### config.mk
export PLATFORM = sky130hd
export DESIGN_NAME = exc_entry_seq
export DESIGN_NICKNAME = d
export VERILOG_FILES = /design/src/rtl/exc_pkg.sv /design/src/rtl/exc_rst_sync.sv /design/src/rtl/exc_prio.sv /design/src/rtl/exc_table.sv /design/src/rtl/exc_compose.sv /design/src/rtl/exc_entry_seq.sv
export SDC_FILE = /design/constraint.sdc
export NUM_CORES = 1
export LEC_CHECK = 0
export CAP_MARGIN = 20
export CORE_ASPECT_RATIO = 1.4
export CORE_MARGIN = 5
export CORE_UTILIZATION = 43
export CTS_CLUSTER_DIAMETER = 200
export DETAILED_ROUTE_END_ITERATION = 16
export GPL_TIMING_DRIVEN = 0
export PLACE_DENSITY_LB_ADDON = 0.1
export SLEW_MARGIN = 20
export SYNTH_ARGS = -nofsm -noshare
export SYNTH_HDL_FRONTEND = slang
export SYNTH_SLANG_ARGS = --single-unit
### constraint.sdc
create_clock -name clk -period 5.3 [get_ports clk]
set_input_delay 1.06 -clock clk [delete_from_list [all_inputs] [get_ports clk]]
set_output_delay 1.06 -clock clk [all_outputs]
set_load 0.1 [all_outputs]
### src/rtl/exc_pkg.sv
package exc_pkg;
  localparam int XLEN    = 32;
  localparam int MODE_W  = 5;
  localparam int NUM_REQ = 7;
  localparam int MASK_W  = 3;

  // request vector bit positions
  localparam int RQ_UNDEF = 0;
  localparam int RQ_SWI   = 1;
  localparam int RQ_PABT  = 2;
  localparam int RQ_BKPT  = 3;
  localparam int RQ_DABT  = 4;
  localparam int RQ_IRQ   = 5;
  localparam int RQ_FIQ   = 6;

  // winner first
  localparam int PRIO_ORDER [NUM_REQ] = '{RQ_DABT, RQ_FIQ, RQ_IRQ, RQ_PABT,
                                         RQ_BKPT, RQ_UNDEF, RQ_SWI};

  // status word bit positions
  localparam int ST_CMP = 5;
  localparam int ST_F   = 6;
  localparam int ST_I   = 7;
  localparam int ST_A   = 8;

  localparam logic [MODE_W-1:0] MD_FIQ = 5'h11;
  localparam logic [MODE_W-1:0] MD_IRQ = 5'h12;
  localparam logic [MODE_W-1:0] MD_SVC = 5'h13;
  localparam logic [MODE_W-1:0] MD_ABT = 5'h17;
  localparam logic [MODE_W-1:0] MD_UND = 5'h1B;

  // mask vector order {A, I, F}
  localparam logic [MASK_W-1:0] MK_I   = 3'b010;
  localparam logic [MASK_W-1:0] MK_AI  = 3'b110;
  localparam logic [MASK_W-1:0] MK_AIF = 3'b111;

  // cause code n+1 corresponds to request bit n
  typedef enum logic [2:0] {
    CZ_NONE, CZ_UNDEF, CZ_SWI, CZ_PABT, CZ_BKPT, CZ_DABT, CZ_IRQ, CZ_FIQ
  } cause_e;

  localparam logic [XLEN-1:0] RESET_STATUS =
    XLEN'(MD_SVC) | (XLEN'(1) << ST_A) | (XLEN'(1) << ST_I) | (XLEN'(1) << ST_F);
endpackage

### src/rtl/exc_rst_sync.sv
module exc_rst_sync #(
  parameter int STAGES = 2
) (
  input  logic clk,
  input  logic rst_n,
  output logic rst_n_sync
);
  logic [STAGES-1:0] sync_q;

  always_ff @(posedge clk or negedge rst_n) begin
    if (!rst_n) sync_q <= '0;
    else        sync_q <= {sync_q[STAGES-2:0], 1'b1};
  end

  assign rst_n_sync = sync_q[STAGES-1];
endmodule

### src/rtl/exc_prio.sv
module exc_prio
  import exc_pkg::*;
(
  input  logic [NUM_REQ-1:0] req,
  output logic [NUM_REQ-1:0] grant,
  output cause_e             cause,
  output logic               any
);
  logic [NUM_REQ:0] taken;

  assign taken[0] = 1'b0;

  for (genvar g = 0; g < NUM_REQ; g++) begin : g_chain
    assign grant[PRIO_ORDER[g]] = req[PRIO_ORDER[g]] & ~taken[g];
    assign taken[g+1]           = taken[g] | req[PRIO_ORDER[g]];
  end

  assign any = taken[NUM_REQ];

  always_comb begin
    cause = CZ_NONE;
    for (int i = 0; i < NUM_REQ; i++) begin
      if (grant[i]) cause = cause_e'(3'(i + 1));
    end
  end
endmodule

### src/rtl/exc_table.sv
module exc_table
  import exc_pkg::*;
#(
  parameter logic [XLEN-1:0] HIVEC_BASE = 32'hFFFF_0000
) (
  input  cause_e              cause,
  input  logic                cmp,
  input  logic                hivec,
  output logic [MODE_W-1:0]   mode,
  output logic [MASK_W-1:0]   mask,
  output logic [XLEN-1:0]     vector,
  output logic [XLEN-1:0]     link_off
);
  logic [7:0] vec_off;
  logic [3:0] lofs;

  always_comb begin
    mode    = MD_SVC;
    mask    = '0;
    vec_off = 8'h00;
    lofs    = 4'd0;
    unique case (cause)
      CZ_UNDEF: begin
        mode = MD_UND; mask = MK_I; vec_off = 8'h04; lofs = cmp ? 4'd2 : 4'd4;
      end
      CZ_SWI: begin
        mode = MD_SVC; mask = MK_I; vec_off = 8'h08; lofs = 4'd0;
      end
      CZ_PABT, CZ_BKPT: begin
        mode = MD_ABT; mask = MK_AI; vec_off = 8'h0C; lofs = 4'd4;
      end
      CZ_DABT: begin
        mode = MD_ABT; mask = MK_AI; vec_off = 8'h10; lofs = 4'd8;
      end
      CZ_IRQ: begin
        mode = MD_IRQ; mask = MK_AI; vec_off = 8'h18; lofs = 4'd4;
      end
      CZ_FIQ: begin
        mode = MD_FIQ; mask = MK_AIF; vec_off = 8'h1C; lofs = 4'd4;
      end
      default: begin
        mode = MD_SVC;
      end
    endcase
  end

  assign vector   = (hivec ? HIVEC_BASE : '0) + XLEN'(vec_off);
  assign link_off = XLEN'(lofs);
endmodule

### src/rtl/exc_compose.sv
module exc_compose
  import exc_pkg::*;
(
  input  logic [XLEN-1:0]   old_st,
  input  logic [MODE_W-1:0] mode,
  input  logic [MASK_W-1:0] mask,
  output logic [XLEN-1:0]   new_st
);
  always_comb begin
    new_st               = old_st;
    new_st[MODE_W-1:0]   = mode;
    new_st[ST_CMP]       = 1'b0;
    new_st[ST_A]         = old_st[ST_A] | mask[2];
    new_st[ST_I]         = old_st[ST_I] | mask[1];
    new_st[ST_F]         = old_st[ST_F] | mask[0];
  end
endmodule

### src/rtl/exc_entry_seq.sv
module exc_entry_seq
  import exc_pkg::*;
#(
  parameter logic [XLEN-1:0] HIVEC_BASE  = 32'hFFFF_0000,
  parameter int              SYNC_STAGES = 2
) (
  input  logic                   clk,
  input  logic                   rst_n,
  input  logic [NUM_REQ-1:0]     req_i,
  input  logic [XLEN-1:0]        pc_i,
  input  logic [XLEN-1:0]        status_i,
  input  logic                   cmp_i,
  input  logic                   hivec_i,
  output logic [XLEN-1:0]        pc_o,
  output logic [XLEN-1:0]        link_o,
  output logic [XLEN-1:0]        status_o,
  output logic [XLEN-1:0]        saved_o,
  output logic [MODE_W-1:0]      mode_o,
  output logic                   done_o,
  output logic                   bank_sw_o
);
  logic                rst_n_s;
  logic [NUM_REQ-1:0]  grant;
  cause_e              cause;
  logic                take;
  logic [MODE_W-1:0]   tgt_mode;
  logic [MASK_W-1:0]   mask;
  logic [XLEN-1:0]     vector, link_off, new_st;

  logic [XLEN-1:0]     pc_q, pc_d, lr_q, lr_d, st_q, st_d, sv_q, sv_d;
  logic [MODE_W-1:0]   md_q, md_d;
  logic                done_q, done_d, sw_q, sw_d;

  exc_rst_sync #(.STAGES(SYNC_STAGES)) u_rst (
    .clk(clk), .rst_n(rst_n), .rst_n_sync(rst_n_s)
  );

  exc_prio u_prio (.req(req_i), .grant(grant), .cause(cause), .any(take));

  exc_table #(.HIVEC_BASE(HIVEC_BASE)) u_table (
    .cause(cause), .cmp(cmp_i), .hivec(hivec_i),
    .mode(tgt_mode), .mask(mask), .vector(vector), .link_off(link_off)
  );

  exc_compose u_comp (
    .old_st(status_i), .mode(tgt_mode), .mask(mask), .new_st(new_st)
  );

  // next state
  always_comb begin
    pc_d   = pc_q;
    lr_d   = lr_q;
    st_d   = st_q;
    sv_d   = sv_q;
    md_d   = md_q;
    done_d = take;
    sw_d   = take && (tgt_mode != status_i[MODE_W-1:0]);
    if (take) begin
      pc_d = vector;
      lr_d = pc_i + link_off;
      st_d = new_st;
      sv_d = status_i;
      md_d = tgt_mode;
    end
  end

  // registers
  always_ff @(posedge clk or negedge rst_n_s) begin
    if (!rst_n_s) begin
      pc_q   <= '0;
      lr_q   <= '0;
      st_q   <= RESET_STATUS;
      sv_q   <= '0;
      md_q   <= MD_SVC;
      done_q <= 1'b0;
      sw_q   <= 1'b0;
    end else begin
      done_q <= done_d;
      sw_q   <= sw_d;
      if (take) begin
        pc_q <= pc_d;
        lr_q <= lr_d;
        st_q <= st_d;
        sv_q <= sv_d;
        md_q <= md_d;
      end
    end
  end

  assign pc_o      = pc_q;
  assign link_o    = lr_q;
  assign status_o  = st_q;
  assign saved_o   = sv_q;
  assign mode_o    = md_q;
  assign done_o    = done_q;
  assign bank_sw_o = sw_q;

  assert_done_follows_req_R2: assert property (@(posedge clk) disable iff (!rst_n_s)
    (req_i != '0) |=> done_o);
  assert_no_done_idle_R2: assert property (@(posedge clk) disable iff (!rst_n_s)
    (req_i == '0) |=> !done_o);
  assert_single_grant_R3: assert property (@(posedge clk) disable iff (!rst_n_s)
    $onehot0(grant) && ((req_i != '0) == (grant != '0)));
  assert_mode_field_R6: assert property (@(posedge clk) disable iff (!rst_n_s)
    done_o |-> (status_o[MODE_W-1:0] == mode_o));
  assert_irq_masked_R7: assert property (@(posedge clk) disable iff (!rst_n_s)
    done_o |-> status_o[ST_I]);
  assert_saved_copy_R9: assert property (@(posedge clk) disable iff (!rst_n_s)
    (req_i != '0) |=> (saved_o == $past(status_i)));
  assert_cmp_cleared_R10: assert property (@(posedge clk) disable iff (!rst_n_s)
    done_o |-> !status_o[ST_CMP]);
  assert_hold_idle_R11: assert property (@(posedge clk) disable iff (!rst_n_s)
    (req_i == '0) |=> ($stable(pc_o) && $stable(status_o) && $stable(link_o)));
  assert_bank_with_done_R12: assert property (@(posedge clk) disable iff (!rst_n_s)
    bank_sw_o |-> done_o);
endmodule

==> run summary, run 1 <==
P&R area growth vs syn -> 58.74%
Final Max Slew Viols -> 0
Met1 WL -> 4406 um
Worst EP required -> 5.51 ns
Met3 Wirelength -> 675 um
Hold Slack -> 0.2509 ns
Seq/Total Area, Yosys -> 48.29%
Post-CTS sizing -> 0
Reg-to-reg startpoint -> pc_o[2]$_DFFE_PN0P_
Initial antenna violation count -> 0
Final setup viols -> 0
Vias -> 3,770
Share of cells above drive strength 1 -> 14.35%
R2R setup slack -> 4.41 ns
Met2 WL -> 6368 um
Clock Tree Root -> clkbuf_16
Worst Setup EP -> link_o[31]$_DFFE_PN0P_
Max Cap Viol -> 0
CTS HTree Levels -> 3
Synthesized area -> 4106 um^2
Layout fillers -> 804
Async set or reset register ratio after synthesis -> 100.0%
Starting Density -> 43.66%
Static Leak -> 2.864 nW
WL/cell -> 14.50 um
Num rows -> 42
Main synth FF type -> dfrtp_1
Pin count of the biggest net entering global routing -> 52
Number of post-CTS setup repair buffers -> 0
Setup Slack @ Placement -> 1.071 ns
Worst vdd rail ir drop -> 193.7 uV
Critical Path Fanout Max -> 7
Cells on worst reg2reg path -> 4
Status -> completed
Slowest CP cell -> clkdlybuf4s50_1
DRT iter0 DRCs -> 170
Setup TNS -> 0 ns
DIE AREA -> 11,630 um^2
Fin crit share -> 72.78%
TritonCTS clock tree -> done
First-pass GRT wire length -> 18,600 um
Unique masters post-synth -> 40
Non-filler cells, final -> 800
Crit end category -> flop
Yosys warning count -> 0
Rel. slew slack -> 30.36%
Most frequent cells in the layout -> clkdlybuf4s50_1 (191), nand2_1 (151), dfrtp_1 (73)
CTS max path bufs -> 2
Critical path startpoint category -> input pin
Worst clock skew -> 0.002660 ns
CTS buffer count -> 9
Hold/Removal Path Class -> reg -> async
CP Cell Sequence -> clkdlybuf4s50_1 -> nor3_2 -> and2_1 -> and3_1 -> ha_1 -> inv_1 -> fa_1 -> nor2b_1 -> o2111ai_2 -> nor4_1 -> xnor2_1 -> o21ai_1
Commonest non-fill, non-tap cell in the layout -> clkdlybuf4s50_1
PortBufs -> 191
Die Ht -> 125.6 um
Max stage delay on crit path -> 0.51 ns
Clock transition at the registers of the reported paths -> 0.06 ns
GPL Wtd Cong -> 0.8086
# hold bufs at CTS -> 0
Post-synth EDFFs -> 0
Die Width -> 92.59 um
Final worst slack -> 1.442 ns
Post-DP HPWL -> 9536 um
Via density -> 4.713
Power per cell area -> 297.2 nW/um^2
Top delay family on crit path -> simple AND/OR/NAND/NOR gates
Clk sink count -> 79
Crit path DAT -> 4.07 ns
Fmax -> 259.2 MHz
CP bufs+invs -> 2
Total gr overflow -> 0
Syn Area/Cell -> 8.793 um^2
Yosys reg bits -> 79
N_diodes -> 0
Critical path depth -> 12
Min cycle time layout -> 3.858 ns
Antenna Nets Post-Route -> 0
Setup crit start -> req_i[5]
DR pass1 iterations -> 4
Critical path class -> in -> reg
Vias in the first global route -> 3,758
Final Hold Viols -> 0
Max layer used -> met4
Core Footprint -> 9407 um^2
Post-Synthesis Cells -> 467
# IOs -> 210
Worst-Margin Slew -> 1.041 ns
RR Endpoint -> pc_o[2]$_DFFE_PN0P_
Drt drc -> 0
RSZ-0062 raised after global routing -> no
Aggregate global-route resource usage -> 20.23%
Worst skew pair latency -> 0.33 ns
WL final -> 11,600 um
Final layout net count -> 764
Placed cell count -> 784
## worst min path at each step
stage	to	startpoint	slack [ns]	cells after the start
floorplan	u_rst.sync_q[1]$_DFF_PN0_	u_rst.sync_q[0]$_DFF_PN0_	0.33	0
global placement	u_rst.sync_q[1]$_DFF_PN0_	u_rst.sync_q[0]$_DFF_PN0_	0.34	0
detailed placement	saved_o[31]$_DFFE_PN0P_	u_rst.sync_q[1]$_DFF_PN0_	0.27	0
CTS	saved_o[31]$_DFFE_PN0P_	u_rst.sync_q[1]$_DFF_PN0_	0.27	0
global route	saved_o[31]$_DFFE_PN0P_	u_rst.sync_q[1]$_DFF_PN0_	0.29	0
finish	saved_o[31]$_DFFE_PN0P_	u_rst.sync_q[1]$_DFF_PN0_	0.25	0
## layout make-up
| type | instances | area [um^2] | share of cell area, % |
|---|---|---|---|
| timing repair buffer | 192 | 1939 | 29.75 |
| multi-input combinational | 317 | 1615 | 24.78 |
| clock buffer | 10 | 239.0 | 3.666 |
| clock inverter | 6 | 36.28 | 0.5566 |
| sequential | 79 | 1987 | 30.48 |
| tap | 110 | 137.6 | 2.111 |
| buffer | 75 | 523.0 | 8.023 |
| inverter | 11 | 41.29 | 0.6334 |
## metal layers
metal	global-route usage, %	vias up
li1	-	1866
met1	22.42	1761
met2	37.14	132
met3	5.072	11
met4	6.912	0
met5	0	-
## cell usage after synthesis (all sizes together), types with 7 or more instances
cell type | number | share of area (%)
o21ai | 31 | 3.8
nand2 | 152 | 14
nor2 | 19 | 1.7
a21oi | 9 | 1.1
xnor2 | 24 | 5.1
and3 | 7 | 1.1
nor3 | 14 | 2.1
nand3 | 8 | 0.98
xor2 | 7 | 1.5
inv | 11 | 1.0
dfrtp | 74 | 45
buf | 69 | 12
## kinds of logic after synthesis
kind of cell               synth area share [%]
buffers and inverters                     13.74
and+or+nand+nor                           22.85
xor gates and xnor gates                  6.612
AOI/OAI and AO/OA                         6.916
other                                    0.1829
DFF                                       48.29
adders and majority gates                 1.402
## registers in the layout (all words and copies together) (netlist names)
signal,cells
status_o,7
u_rst.sync_q,2
link_o,32
done_o,1
saved_o,32
pc_o,4
bank_sw_o,1
## power breakdown
part           switching (mW)  leakage, nW  internal [mW]
clock network           0.234        0.138          0.327
logic                   0.523         1.82          0.187
registers              0.0270        0.910          0.639
total                   0.784         2.86           1.15
## per-stage QoR
stage	total power, mW	area (um^2)	utilization [%]
2_1_floorplan	1.195	4163	-
3_3_place_gp	1.381	6212	66.04
3_5_place_dp	1.391	6243	66.37
4_1_cts	1.958	6519	69.30
5_1_grt	2.015	6519	69.30
6_report	1.938	6519	69.30
Power figures use the tool's default switching activity.
==> run 2: changes to the inputs <==
Settings changed: CORE_UTILIZATION 43 to 36.
Clock period 5.3 ns to 3.3 ns, I/O delays scaled along.
==> run 2 against run 1 <==
Compared with the run above: core utilization is 9.9 points lower; sequential cell count unchanged; global-route usage down 2.6 points; final cell count grew 4.5%; power is 76% higher; setup slack lost 1.3 ns; hold slack improved by 0.0070 ns; cell area grew 2.9%; highest routed layer unchanged; clock-buffer cell count stayed put; non-clock buffer count rose by 2; via count is 0.27% lower; combinational power increased by 62%; largest cell class unchanged.
==> run summary, run 2 (same netlist as run 1, synthesis figures left out) <==
DRT iter0 DRCs -> 83 (was 170)
Hold/Removal Path Class -> reg -> async (unchanged)
Status -> completed (unchanged)
DP Area -> 6286 um^2 (was 6243 um^2)
Area of the multi-input gates -> 1657 um^2 (was 1615 um^2)
Max Cap Viol -> 0 (unchanged)
DR pass1 iterations -> 4 (unchanged)
Initial antenna violation count -> 0 (unchanged)
N_diodes -> 0 (unchanged)
PortBufs -> 191 (unchanged)
R2R setup slack -> 2.41 ns (was 4.41 ns)
Final layout net count -> 766 (was 764)
Die Ht -> 136.4 um (was 125.6 um)
# IOs -> 210 (unchanged)
Worst skew pair latency -> 0.33 ns (about the same)
CTS HTree Levels -> 3 (unchanged)
Worst-Margin Slew -> 1.023 ns (was 1.041 ns)
Power per cell area -> 509.8 nW/um^2 (was 297.2 nW/um^2)
Vias -> 3,760 (was 3,770)
WL/cell -> 14.34 um (was 14.50 um)
Sequential cell area -> 1987 um^2 (unchanged)
Vias in the first global route -> 3,721 (was 3,758)
Share of cells above drive strength 1 -> 15.03% (was 14.35%)
WL final -> 11,990 um (was 11,600 um)
Pin count of the biggest net entering global routing -> 51 (was 52)
Layout fillers -> 1,035 (was 804)
Utilization after layout -> 59.45% (was 69.30%)
Reg-to-reg startpoint -> u_rst.sync_q[1]$_DFF_PN0_ (was pc_o[2]$_DFFE_PN0P_)
Fin crit share -> 94.42%
# hold bufs at CTS -> 0 (unchanged)
Commonest non-fill, non-tap cell in the layout -> clkdlybuf4s50_1 (unchanged)
First-pass GRT wire length -> 19,090 um (was 18,600 um)
Worst vdd rail ir drop -> 244.6 uV (was 193.7 uV)
Final Max Slew Viols -> 0 (unchanged)
Via density -> 4.498 (was 4.713)
Aggregate global-route resource usage -> 17.61% (was 20.23%)
Setup Slack @ Placement -> -0.6143 ns (was 1.071 ns)
GPL Wtd Cong -> 0.8087 (was 0.8086)
Antenna Nets Post-Route -> 0 (unchanged)
Clock Tree Root -> clkbuf_16 (unchanged)
Static Leak -> 2.931 nW (was 2.864 nW)
Drt drc -> 0 (unchanged)
Design area -> 6706 um^2 (was 6519 um^2)
Final setup viols -> 0 (unchanged)
Final worst slack -> 0.1842 ns (was 1.442 ns)
Critical path class -> in -> reg (unchanged)
Crit path DAT -> 3.32 ns (was 4.07 ns)
DIE AREA -> 13,670 um^2 (was 11,630 um^2)
Min cycle time layout -> 3.116 ns
Cells on worst reg2reg path -> 1 (was 4)
CTS buffer count -> 9 (unchanged)
Num rows -> 46 (was 42)
Core Footprint -> 11,280 um^2 (was 9407 um^2)
Die Width -> 100.3 um (was 92.59 um)
RR Endpoint -> status_o[7]$_DFFE_PN1P_ (was pc_o[2]$_DFFE_PN0P_)
TritonCTS clock tree -> done (unchanged)
Final Hold Viols -> 0 (unchanged)
Worst EP required -> 3.50 ns (was 5.51 ns)
Post-DP HPWL -> 9689 um (was 9536 um)
Clk sink count -> 79 (unchanged)
Total gr overflow -> 0 (unchanged)
Crit end category -> flop (unchanged)
Clock transition at the registers of the reported paths -> 0.06 ns (about the same)
Most frequent cells in the layout -> clkdlybuf4s50_1 (190), nand2_1 (151), dfrtp_1 (73) (was clkdlybuf4s50_1 (191), nand2_1 (151), dfrtp_1 (73))
Rel. slew slack -> 31.57% (was 30.36%)
Worst clock skew -> 0.002824 ns (was 0.002660 ns)
Critical path startpoint category -> input pin (unchanged)
Starting Density -> 36.40% (was 43.66%)
Critical Path Fanout Max -> 6 (was 7)
P&R area growth vs syn -> 63.32% (was 58.74%)
Fmax -> 320.9 MHz
CTS max path bufs -> 2 (unchanged)
==> run 2: how the worst max path moves through the flow <==
| stage | start | cells past startpoint | end | slack, ns |
|---|---|---|---|---|
| floorplan | req_i[4] | 12 | link_o[31]$_DFFE_PN0P_ | 0.37 |
| global placement | req_i[5] | 12 | link_o[31]$_DFFE_PN0P_ | -0.59 |
| detailed placement | req_i[5] | 12 | link_o[31]$_DFFE_PN0P_ | -0.61 |
| CTS | req_i[5] | 12 | link_o[17]$_DFFE_PN0P_ | 0.007 |
| global route | req_i[2] | 12 | link_o[17]$_DFFE_PN0P_ | -0.003 |
| finish | req_i[2] | 12 | link_o[17]$_DFFE_PN0P_ | 0.18 |
==> run 2: metal layers <==
layer,global-route usage (%),part of all wire (%),vias up,routed length [um]
met5,0,0,-,0
met4,5.094,1.2,0,143
met3,4.979,7.9,12,942
met2,31.97,53,134,6375
met1,19.87,38,1754,4527
li1,-,-,1860,-
==> run 2: repair_timing <==
action,4_1_cts,5_1_grt
pin swaps,0,3
resized for setup,4,4
endpoints found under the setup margin,7,11
setup buffers,0,2
==> run 2: worst max-delay path, stage by stage <==
cell	delay [ns]
clkdlybuf4s50_1	0.42
nor2_2	0.24
and2_1	0.18
and3_1	0.16
ha_1	0.19
inv_1	0.07
fa_1	0.43
nor2b_4	0.20
o211ai_1	0.26
nor3_2	0.26
xnor2_1	0.14
o21ai_0	0.10
==> run 2: layout make-up <==
type / count / area share [%]
clock buffer: 10 / 3.414
multi-input combinational: 317 / 24.70
sequential: 79 / 29.63
inverter: 11 / 0.6157
buffer: 75 / 7.799
timing repair buffer: 194 / 29.18
clock inverter: 6 / 1.978
tap: 144 / 2.687
==> run 2: through the flow <==
stage          hold WS, ns  total power, mW  setup TNS (ns)  cells
2_1_floorplan       0.3312            1.919               0    482
3_3_place_gp        0.3409            2.220          -8.505    817
3_5_place_dp        0.2726            2.235          -4.439    818
4_1_cts             0.2775            3.451               0    834
5_1_grt             0.3076            3.528       -0.003394    836
6_report            0.2579            3.419               0    836
==> run 2: where the power goes <==
group	leakage, nW	total [mW]	internal, mW	switching (mW)
clock	0.173	1.20	0.814	0.389
sequential	0.910	1.07	1.03	0.0440
combinational	1.85	1.15	0.303	0.843
total	2.93	3.42	2.14	1.28
